**config.mk**
```make
export PLATFORM = sky130hd
export DESIGN_NAME = exc_entry_ctrl
export DESIGN_NICKNAME = d
export VERILOG_FILES = /design/src/rtl/exc_pkg.sv /design/src/rtl/exc_pick.sv /design/src/rtl/exc_cause.sv /design/src/rtl/exc_entry_ctrl.sv
export SDC_FILE = /design/constraint.sdc
export NUM_CORES = 1
export LEC_CHECK = 0
export BUFFER_PORTS_ARGS = -buffer_cell sky130_fd_sc_hd__buf_4
export CORE_MARGIN = 5
export CORE_UTILIZATION = 34
export CTS_CLUSTER_DIAMETER = 150
export DETAILED_ROUTE_END_ITERATION = 8
export PLACE_DENSITY = 0.57
export SYNTH_ARGS = -nofsm -noshare
export SYNTH_HDL_FRONTEND = slang
export SYNTH_SLANG_ARGS = --single-unit
```
**constraint.sdc**
```tcl
create_clock -name clk -period 8.2 [get_ports clk]
set_input_delay 0.82 -clock clk [delete_from_list [all_inputs] [get_ports clk]]
set_output_delay 0.82 -clock clk [all_outputs]
set_load 0.05 [all_outputs]
```
**src/rtl/exc_pkg.sv**
```systemverilog
package exc_pkg;
  // machine-state bit positions (LSB numbering)
  localparam int unsigned MS_POW = 18;
  localparam int unsigned MS_ILE = 16;
  localparam int unsigned MS_EE  = 15;
  localparam int unsigned MS_PR  = 14;
  localparam int unsigned MS_FP  = 13;
  localparam int unsigned MS_ME  = 12;
  localparam int unsigned MS_FE0 = 11;
  localparam int unsigned MS_SE  = 10;
  localparam int unsigned MS_BE  = 9;
  localparam int unsigned MS_FE1 = 8;
  localparam int unsigned MS_IP  = 6;
  localparam int unsigned MS_IR  = 5;
  localparam int unsigned MS_DR  = 4;
  localparam int unsigned MS_RI  = 1;
  localparam int unsigned MS_LE  = 0;

  // exception indices; handler address derives from them
  localparam int unsigned X_RESET = 1;
  localparam int unsigned X_MCHK  = 2;
  localparam int unsigned X_DATA  = 3;
  localparam int unsigned X_INSN  = 4;
  localparam int unsigned X_EXT   = 5;
  localparam int unsigned X_ALIGN = 6;
  localparam int unsigned X_PROG  = 7;
  localparam int unsigned X_NOFP  = 8;
  localparam int unsigned X_DEC   = 9;

  typedef enum logic [1:0] {DF_MISS = 2'd0, DF_PROT = 2'd1, DF_UNSUP = 2'd2, DF_NONE = 2'd3} dfault_e;
  typedef enum logic [1:0] {IF_MISS = 2'd0, IF_NOEXEC = 2'd1, IF_DIRECT = 2'd2, IF_PROT = 2'd3} ifault_e;
  typedef enum logic [1:0] {PG_FP = 2'd0, PG_ILL = 2'd1, PG_PRIV = 2'd2, PG_TRAP = 2'd3} pcause_e;
endpackage

```
**src/rtl/exc_pick.sv**
```systemverilog
module exc_pick #(
  parameter int NEXC = 16,
  localparam int IDXW = $clog2(NEXC)
) (
  input  logic            clk,
  input  logic            rst,
  input  logic [NEXC-1:0] elig_i,
  output logic [NEXC-1:0] grant_o,
  output logic [IDXW-1:0] idx_o,
  output logic            any_o
);
  logic [NEXC-1:0] below;

  assign below[0]   = 1'b0;
  assign grant_o[0] = 1'b0;
  generate
    for (genvar g = 1; g < NEXC; g++) begin : g_chain
      if (g == 1) begin : g_first
        assign below[g] = 1'b0;
      end else begin : g_rest
        assign below[g] = below[g-1] | elig_i[g-1];
      end
      assign grant_o[g] = elig_i[g] & ~below[g];
    end
  endgenerate

  always_comb begin
    idx_o = '0;
    for (int i = NEXC - 1; i >= 1; i--) begin
      if (elig_i[i]) idx_o = IDXW'(i);
    end
  end

  assign any_o = |elig_i[NEXC-1:1];

  p_single_grant_r1: assert property (@(posedge clk) disable iff (rst) $onehot0(grant_o));
  p_grant_matches_idx_r1: assert property (@(posedge clk) disable iff (rst)
    any_o |-> grant_o[idx_o]);
endmodule

```
**src/rtl/exc_cause.sv**
```systemverilog
module exc_cause
  import exc_pkg::*;
#(
  parameter int NEXC   = 16,
  parameter int XLEN   = 32,
  parameter int VSHIFT = 8,
  parameter logic [XLEN-1:0] RST_HI_OFS = XLEN'(32'h000F_FC00),
  localparam int IDXW = $clog2(NEXC)
) (
  input  logic [IDXW-1:0] idx_i,
  input  logic [1:0]      dcause_i,
  input  logic            dstore_i,
  input  logic            ddirect_i,
  input  logic [1:0]      icause_i,
  input  logic [1:0]      pcause_i,
  input  logic [XLEN-1:0] pc_i,
  input  logic [XLEN-1:0] msr_i,
  output logic [XLEN-1:0] new_pc_o,
  output logic [XLEN-1:0] srr0_o,
  output logic [XLEN-1:0] srr1_o,
  output logic [XLEN-1:0] dsisr_o,
  output logic            dsisr_we_o,
  output logic [XLEN-1:0] msr_o,
  output logic            fatal_o,
  output logic            drop_o
);
  localparam int HALF = XLEN / 2;

  logic [XLEN-1:0] clr_mask;

  always_comb begin
    clr_mask = '0;
    clr_mask[MS_POW] = 1'b1;
    clr_mask[MS_EE]  = 1'b1;
    clr_mask[MS_PR]  = 1'b1;
    clr_mask[MS_FP]  = 1'b1;
    clr_mask[MS_FE0] = 1'b1;
    clr_mask[MS_SE]  = 1'b1;
    clr_mask[MS_BE]  = 1'b1;
    clr_mask[MS_FE1] = 1'b1;
    clr_mask[MS_IR]  = 1'b1;
    clr_mask[MS_DR]  = 1'b1;
    clr_mask[MS_RI]  = 1'b1;
  end

  // handler address
  always_comb begin
    new_pc_o = XLEN'(idx_i) << VSHIFT;
    if (idx_i == IDXW'(X_RESET) && msr_i[MS_IP]) new_pc_o = new_pc_o + RST_HI_OFS;
  end

  // return address
  always_comb begin
    case (int'(idx_i))
      X_ALIGN, X_PROG, X_NOFP: srr0_o = pc_i - XLEN'(4);
      default:                 srr0_o = pc_i;
    endcase
  end

  // saved state with cause bits
  always_comb begin
    srr1_o = msr_i;
    case (int'(idx_i))
      X_DATA: srr1_o[XLEN-1:HALF] = '0;
      X_INSN: begin
        srr1_o[XLEN-1:HALF] = '0;
        case (ifault_e'(icause_i))
          IF_MISS:             srr1_o[30] = 1'b1;
          IF_NOEXEC, IF_DIRECT: srr1_o[28] = 1'b1;
          default:             srr1_o[27] = 1'b1;
        endcase
      end
      X_PROG: begin
        srr1_o[XLEN-1:HALF] = '0;
        case (pcause_e'(pcause_i))
          PG_FP:   srr1_o[20] = 1'b1;
          PG_ILL:  srr1_o[19] = 1'b1;
          PG_PRIV: srr1_o[18] = 1'b1;
          default: srr1_o[17] = 1'b1;
        endcase
        srr1_o[16] = 1'b1;
      end
      default: ;
    endcase
  end

  // data-fault status word
  always_comb begin
    dsisr_o = '0;
    case (dfault_e'(dcause_i))
      DF_MISS: dsisr_o[30] = 1'b1;
      DF_PROT: dsisr_o[27] = 1'b1;
      DF_UNSUP: begin
        dsisr_o[31] = 1'b1;
        dsisr_o[26] = ddirect_i;
      end
      default: ;
    endcase
    dsisr_o[25] = dstore_i;
  end
  assign dsisr_we_o = (idx_i == IDXW'(X_DATA));

  // new machine state
  always_comb begin
    msr_o = msr_i & ~clr_mask;
    msr_o[MS_LE] = msr_i[MS_ILE];
    if (idx_i == IDXW'(X_MCHK)) msr_o[MS_ME] = 1'b0;
  end

  assign fatal_o = (idx_i == IDXW'(X_MCHK)) && !msr_i[MS_ME];
  assign drop_o  = (idx_i == IDXW'(X_PROG)) && (pcause_i == PG_FP) &&
                   !msr_i[MS_FE0] && !msr_i[MS_FE1];
endmodule

```
**src/rtl/exc_entry_ctrl.sv**
```systemverilog
module exc_entry_ctrl
  import exc_pkg::*;
#(
  parameter int NEXC   = 16,
  parameter int XLEN   = 32,
  parameter int VSHIFT = 8,
  localparam int IDXW = $clog2(NEXC)
) (
  input  logic            clk,
  input  logic            rst,
  input  logic [NEXC-1:0] raise_i,
  input  logic [1:0]      dfault_cause_i,
  input  logic            dfault_store_i,
  input  logic            dfault_direct_i,
  input  logic [1:0]      ifault_cause_i,
  input  logic [1:0]      prog_cause_i,
  input  logic [XLEN-1:0] pc_i,
  input  logic [XLEN-1:0] msr_i,
  output logic            take_o,
  output logic [XLEN-1:0] new_pc_o,
  output logic [XLEN-1:0] srr0_o,
  output logic [XLEN-1:0] srr1_o,
  output logic [XLEN-1:0] dsisr_o,
  output logic [XLEN-1:0] msr_o,
  output logic            tlb_flush_o,
  output logic            checkstop_o,
  output logic [NEXC-1:0] pend_o
);
  logic [NEXC-1:0] pend_q, elig, grant, clr;
  logic [IDXW-1:0] idx;
  logic            any, fire;
  logic [XLEN-1:0] c_pc, c_srr0, c_srr1, c_dsisr, c_msr;
  logic            c_dsisr_we, c_fatal, c_drop;

  // mask asynchronous interrupts while disabled; index 0 never serviced
  always_comb begin
    elig = pend_q;
    elig[0] = 1'b0;
    if (!msr_i[MS_EE]) begin
      elig[X_EXT] = 1'b0;
      elig[X_DEC] = 1'b0;
    end
  end

  exc_pick #(.NEXC(NEXC)) u_pick (
    .clk(clk), .rst(rst), .elig_i(elig), .grant_o(grant), .idx_o(idx), .any_o(any)
  );

  exc_cause #(.NEXC(NEXC), .XLEN(XLEN), .VSHIFT(VSHIFT)) u_cause (
    .idx_i(idx), .dcause_i(dfault_cause_i), .dstore_i(dfault_store_i),
    .ddirect_i(dfault_direct_i), .icause_i(ifault_cause_i), .pcause_i(prog_cause_i),
    .pc_i(pc_i), .msr_i(msr_i), .new_pc_o(c_pc), .srr0_o(c_srr0), .srr1_o(c_srr1),
    .dsisr_o(c_dsisr), .dsisr_we_o(c_dsisr_we), .msr_o(c_msr),
    .fatal_o(c_fatal), .drop_o(c_drop)
  );

  assign fire = any && !checkstop_o;
  assign clr  = fire ? grant : '0;

  always_ff @(posedge clk) begin
    if (rst) begin
      pend_q      <= '0;
      take_o      <= 1'b0;
      tlb_flush_o <= 1'b0;
      checkstop_o <= 1'b0;
      new_pc_o    <= '0;
      srr0_o      <= '0;
      srr1_o      <= '0;
      dsisr_o     <= '0;
      msr_o       <= '0;
    end else begin
      pend_q      <= (pend_q & ~clr) | raise_i;
      take_o      <= 1'b0;
      tlb_flush_o <= 1'b0;
      if (fire) begin
        if (c_fatal) begin
          checkstop_o <= 1'b1;
        end else if (!c_drop) begin
          take_o      <= 1'b1;
          tlb_flush_o <= 1'b1;
          new_pc_o    <= c_pc;
          srr0_o      <= c_srr0;
          srr1_o      <= c_srr1;
          msr_o       <= c_msr;
          if (c_dsisr_we) dsisr_o <= c_dsisr;
        end
      end
    end
  end

  assign pend_o = pend_q;

  p_checkstop_sticky_r9: assert property (@(posedge clk) disable iff (rst)
    checkstop_o |=> checkstop_o);
  p_no_entry_after_stop_r9: assert property (@(posedge clk) disable iff (rst)
    checkstop_o |=> !take_o);
  p_flush_with_entry_r10: assert property (@(posedge clk) disable iff (rst)
    tlb_flush_o == take_o);
  p_entry_masks_state_r8: assert property (@(posedge clk) disable iff (rst)
    take_o |-> (!msr_o[MS_EE] && !msr_o[MS_PR] && !msr_o[MS_IR] && !msr_o[MS_DR]));
  p_vector_aligned_r4: assert property (@(posedge clk) disable iff (rst)
    take_o |-> (new_pc_o[VSHIFT-1:0] == '0));
  p_status_holds_r5: assert property (@(posedge clk) disable iff (rst)
    !take_o |-> $stable(dsisr_o));
endmodule

```
Word level (Yosys, flattened, before mapping):

Cells that the tools add are included.

* flip-flop bits (word level): 140
* bits of input ports: 90
* output and inout port bits: 179
* word-level logic and storage cells: 126

* add/subtract/negate cells: 2
* equality and inequality tests: 13
* muxes and demuxes: 34
* bitwise logic cells: 47
* reduce and logical (&&, ||, !) cells: 22

Operators with widths (number)
* 2-to-1 mux 32 bit: 2
* 2-to-1 mux 4 bit: 15
* one-hot mux 16 bit (3 select lines): 1
* subtractor 32 x 3 -> 32 bit (second input constant): 1
* adder 12 x 20 -> 21 bit (second input constant): 1
* NOT 1 bit: 17
* AND 16 bit: 1
* 2-to-1 mux 16 bit: 1
* NOT 16 bit: 1
* OR 16 bit: 1
* 2-to-1 mux 1 bit: 15
* OR reduction 15 bit: 1
* AND 1 bit: 14
* OR 1 bit: 13
* equality test 4 x 3 -> 1 bit (second input constant): 3
* OR reduction 3 bit: 4
* equality test 4 x 2 -> 1 bit (second input constant): 2
* equality test 2 x 1 -> 1 bit (second input constant): 3
* equality test 2 bit (second input constant): 3
* logical AND 1 bit: 6
* logical NOT 2 bit: 3
* equality test 4 x 1 -> 1 bit (second input constant): 1
* equality test 4 bit (second input constant): 1
* logical NOT 1 bit: 4
* 4 further kinds: 4

Logic depth before layout (Yosys ltp):

* word-level depth: 21
* mapped depth: 14
* mapped depth without buffers: 11

Cells and area by module:

Synthesis repeated with hierarchy kept, for this count alone.

* cells, all modules: 1099
* area, all modules: 8608.3 um2

By module, submodules not included
* exc_entry_ctrl: times used 1, cells an instance 795, area an instance 6424.9 um2, sequential area each 3563.4 um2
* exc_cause: times used 1, cells an instance 256, area an instance 1856.8 um2, sequential area each 0.0 um2
* exc_pick: times used 1, cells an instance 48, area an instance 326.6 um2, sequential area each 0.0 um2

Worst setup path before layout:

OpenSTA, ideal clock, no wires.

* kind: input to register
* start point: in msr_i[15]
* end point: reg srr0_o[14]
* library setup time: 0.091 ns
* data arrival time: 3.371 ns
* required time: 8.109 ns
* path slack: 4.738 ns
* stages: 13
* buffers on the path: 2
* path through: buf_2 a2111o_1 nand2b_1 nand2_1 nand2_1 inv_1 ha_1 nor2b_1 and2_1 buf_2 nor2_1 or4_1 a311oi_1

* cells in the longest elaborated chain, start to end: 16
* elaborated cells between the ends (all ways): 26
* classes of those cells: eq/ne (4); mux (12); bitwise (2); reduce/logical (8)

RTL lines
* from (decl): RTL line exc_entry_ctrl.sv:18 `input logic [XLEN-1:0] msr_i,`
* 2-to-1 mux 1 bit: RTL line exc_entry_ctrl.sv:39 `if (!msr_i[MS_EE]) begin`
* 2-to-1 mux 4 bit (9 in a row): RTL line exc_pick.sv:30 `if (elig_i[i]) idx_o = IDXW'(i);`
* equality test 4 x 3 -> 1 bit: RTL line exc_cause.sv:54, exc_cause.sv:111
* logical AND 1 bit (2 in a row): RTL line exc_cause.sv:111 `assign drop_o = (idx_i == IDXW'(X_PROG)) && (pcause_i == PG_FP) &&`
* logical AND 1 bit: RTL line exc_cause.sv:112 `!msr_i[MS_FE0] && !msr_i[MS_FE1];`
* NOT 1 bit (no source line)
* AND reduction 3 bit (no source line)
* to (signal assigned): RTL line exc_entry_ctrl.sv:82 `srr0_o <= c_srr0;`
* to (decl): RTL line exc_entry_ctrl.sv:21 `output logic [XLEN-1:0] srr0_o,`

Several ways; a longest one is shown, not always the timed one.
A chain may end at the register's enable or synchronous reset.

Worst setup path after layout:

* start point: in msr_i[15]
* end point: reg new_pc_o[8]

* cells in the longest elaborated chain, start to end: 16
* elaborated cells between the ends (all ways): 26
* classes of those cells: add/sub (1); eq/ne (3); mux (12); bitwise (2); reduce/logical (8)

RTL lines
* parallel branches: the longest is 16 deep, another holds adder 12 x 20 -> 21 bit
* to (signal assigned): RTL line exc_entry_ctrl.sv:81 `new_pc_o <= c_pc;`
* to (decl): RTL line exc_entry_ctrl.sv:20 `output logic [XLEN-1:0] new_pc_o,`

Parallel ways; which one is timed is not known.

==> summary.md <==
| Metric | Value |
|---|---|
| Status | completed |
| Final Hold Viols | 0 |
| Worst hold path type | reg -> reg |
| Post-cts sizing count | 0 |
| GRT Overall Usage | 18.4% |
| DR pass1 iterations | 4 |
| Post-Synth XOR/XNOR Area | 2.42% |
| Critical Path Start Type | input port |
| Adder-Cell Fraction of Synth Area | 1.51% |
| Worst rel slew slack | 26.3% |
| Power per cell area | 231 mW/mm² |
| Total number of vias | 5731 |
| Post-Syn Instances | 715 |
| Mux cell area share after synthesis | 1.25% |
| CTS max path bufs | 2 |
| H-tree depth | 3 |
| CP required | 8.45 ns |
| First-pass GRT wire length | 29400 µm |
| Die H | 141 µm |
| Rows | 47 |
| Post-CTS Hold Buffers | 0 |
| Slew at the pin closest to its max-slew limit | 1.10 ns |
| Max Cap Viol | 0 |
| Fin Setup TNS | 0 ns |
| Tot Pwr | 1.74 mW |
| Register bit total from synthesis | 109 |
| Final setup fails | 0 |
| WP data arrival | 4.49 ns |
| Sequential share of the synthesized area | 37.6% |
| # IOs | 269 |
| Wire length per cell | 17.7 µm |
| Initial antenna violation count | 0 |
| Crit path max fanout | 36 |
| Post-synth EDFFs | 0 |
| Vias in the first global route | 5362 |
| Warnings from Yosys | 0 |
| Final ANT Viol Nets | 0 |
| RSZ-0062 raised after global routing | no |
| Largest family of logic cells by synthesized area | compound AO/OA/AOI/OAI gates |
| Total gr overflow | 0 |
| Placer Congestion | 0.834 |
| Share of cells above drive strength 1 | 28.5% |
| Cell accounting for the most synthesized area | dfxtp_1 |
| VDD IR max | 0.104 mV |
| Root Driver | clkbuf_16 |
| Fmax | 236 MHz |
| Final worst path period share | 51.7% |
| Largest cells by area after synthesis | dfxtp_1 38%, a21oi_1 9.4%, buf_4 9.1%, o21ai_0 4.7%, a211oi_1 3.5% |
| Die extent in x | 141 µm |
| Largest net degree at the start of global routing | 84 |
| Die area | 0.0198 mm² |
| Area delta synth->final | 29.3% |
| Top cell type's share of synthesized area | 37.6% |
| Cell Area, Synth | 0.00580 mm² |
| Clock sink count | 109 |
| Vias per inst | 5.20 |
| # DRC | 0 |
| Leakage power | 3.22 nW |
| Ys async rst share | 0% |
| NumNets Final | 974 |
| TritonCTS clock tree | built |
| Detail Placement HPWL | 14000 µm |
| Core Area | 0.0166 mm² |
| Worst-Skew Late Latency | 0.35 ns |
| Met3 GRT Util | 5.11% |
| Critical Path Sink Type | register |
| GR met1 Demand/Resource | 24.0% |
| Yosys cell types | 57 |
| Input/output buffers | 211 |
| Detailed Route Iter0 Violations | 360 |
| Top post-synthesis cells by count | 109 x a21oi_1, 109 x dfxtp_1, 70 x buf_4 |
| Most Used Layer, Global Route | met2 |
| Num CTS Buffers | 9 |
| Post-synthesis simple-gate area fraction | 16.6% |
| Synth Area in Compound Gates | 26.7% |
| Synth Flop Type | dfxtp_1 |
| Worst-path clk slew | 0.07 ns |
| Post-CTS Setup Bufs | 0 |
| Ant. Diodes | 0 |
| Mean Syn Cell Area | 8.11 µm² |
| Met2 usage | 29.7% |
| Final Max Tran Viols | 0 |
| Kind of critical path | in -> reg |
| Initial core utilization | 34.8% |
| Worst Clk Skew | 0.00874 ns |
| Final Critical Period | 4.24 ns |
| Routed WL | 19500 µm |
worst paths after layout:
check,from,end,slack (ns),depth (start not counted)
hold reg to reg,srr1_o[15]$_SDFFE_PP0P_,srr1_o[15]$_SDFFE_PP0P_,0.48,2
setup reg to reg,pend_o[14]$_SDFF_PP0_,new_pc_o[8]$_SDFFE_PP0P_,4.08,10
hold / removal,srr1_o[15]$_SDFFE_PP0P_,srr1_o[15]$_SDFFE_PP0P_,0.48,2
setup / recovery,msr_i[15],new_pc_o[8]$_SDFFE_PP0P_,3.96,14
power breakdown:
part	total, mW	switching [mW]	internal [mW]
clock network	0.452	0.204	0.248
registers	0.631	0.0419	0.589
logic	0.653	0.470	0.183
total	1.74	0.716	1.02
registers in the layout, summed over array words and instances (netlist names):
register,cells
pend_o,16
new_pc_o,6
dsisr_o,5
checkstop_o,1
srr1_o,32
msr_o,16
tlb_flush_o,1
srr0_o,32
worst max-delay path, stage by stage:
cell and delay [ns]:
buf_4 0.16, a2111o_1 0.44, nand2b_1 0.17, nand2_1 0.06, nand2_1 0.12, inv_1 0.13, ha_1 0.28, nand2_1 0.11
a211oi_1 0.44, o21a_1 0.72, buf_4 0.39, nor2_2 0.04, buf_4 0.28, a311oi_1 0.31
logic make-up after synthesis:
logic type / count (synthesis)
DFF: 109
adders and majority gates: 7
and+or+nand+nor: 181
other: 1
xor gates and xnor gates: 16
muxes: 7
buffers and inverters: 137
AOI/OAI and AO/OA: 257
per-layer routing:
layer | share of wire [%] | wire [µm]
met5 | 0 | 0
met4 | 1.8 | 353
met3 | 8.3 | 1630
met2 | 47 | 9140
met1 | 43 | 8400
final cells by class:
| class | instances | area, µm² |
|---|---|---|
| well taps | 220 | 275 |
| flip-flops and latches | 109 | 2180 |
| multi-input cells | 525 | 3050 |
| fillers | 1713 | 9140 |
| clock inverters | 4 | 55.1 |
| repair buffers | 218 | 1640 |
| inverters | 14 | 52.6 |
| clock buffers | 12 | 246 |
per-stage QoR:
step	std cells	utilization (%)	instance area [µm²]	worst slack, ns	hold WS (ns)
5_1_grt	1102	45.1	7500	3.63	0.501
6_report	1102	45.1	7500	3.96	0.477
3_5_place_dp	1086	43.2	7200	3.62	0.465
3_3_place_gp	1086	43.2	7200	3.69	0.447
2_1_floorplan	771	-	6010	4.74	0.686
4_1_cts	1102	45.1	7500	3.98	0.478
cell usage in the layout (no fill, tap or decap), types with 14 or more instances in the layout:
cell type,n
buf_4,218
nand3_1,37
a211oi_1,27
nand2_1,20
xor2_1,14
dfxtp_1,109
a21oi_1,109
a311oi_1,15
nor2_1,47
o21ai_0,55
conb_1,57
No activity file was read; power rests on OpenSTA's default activity.
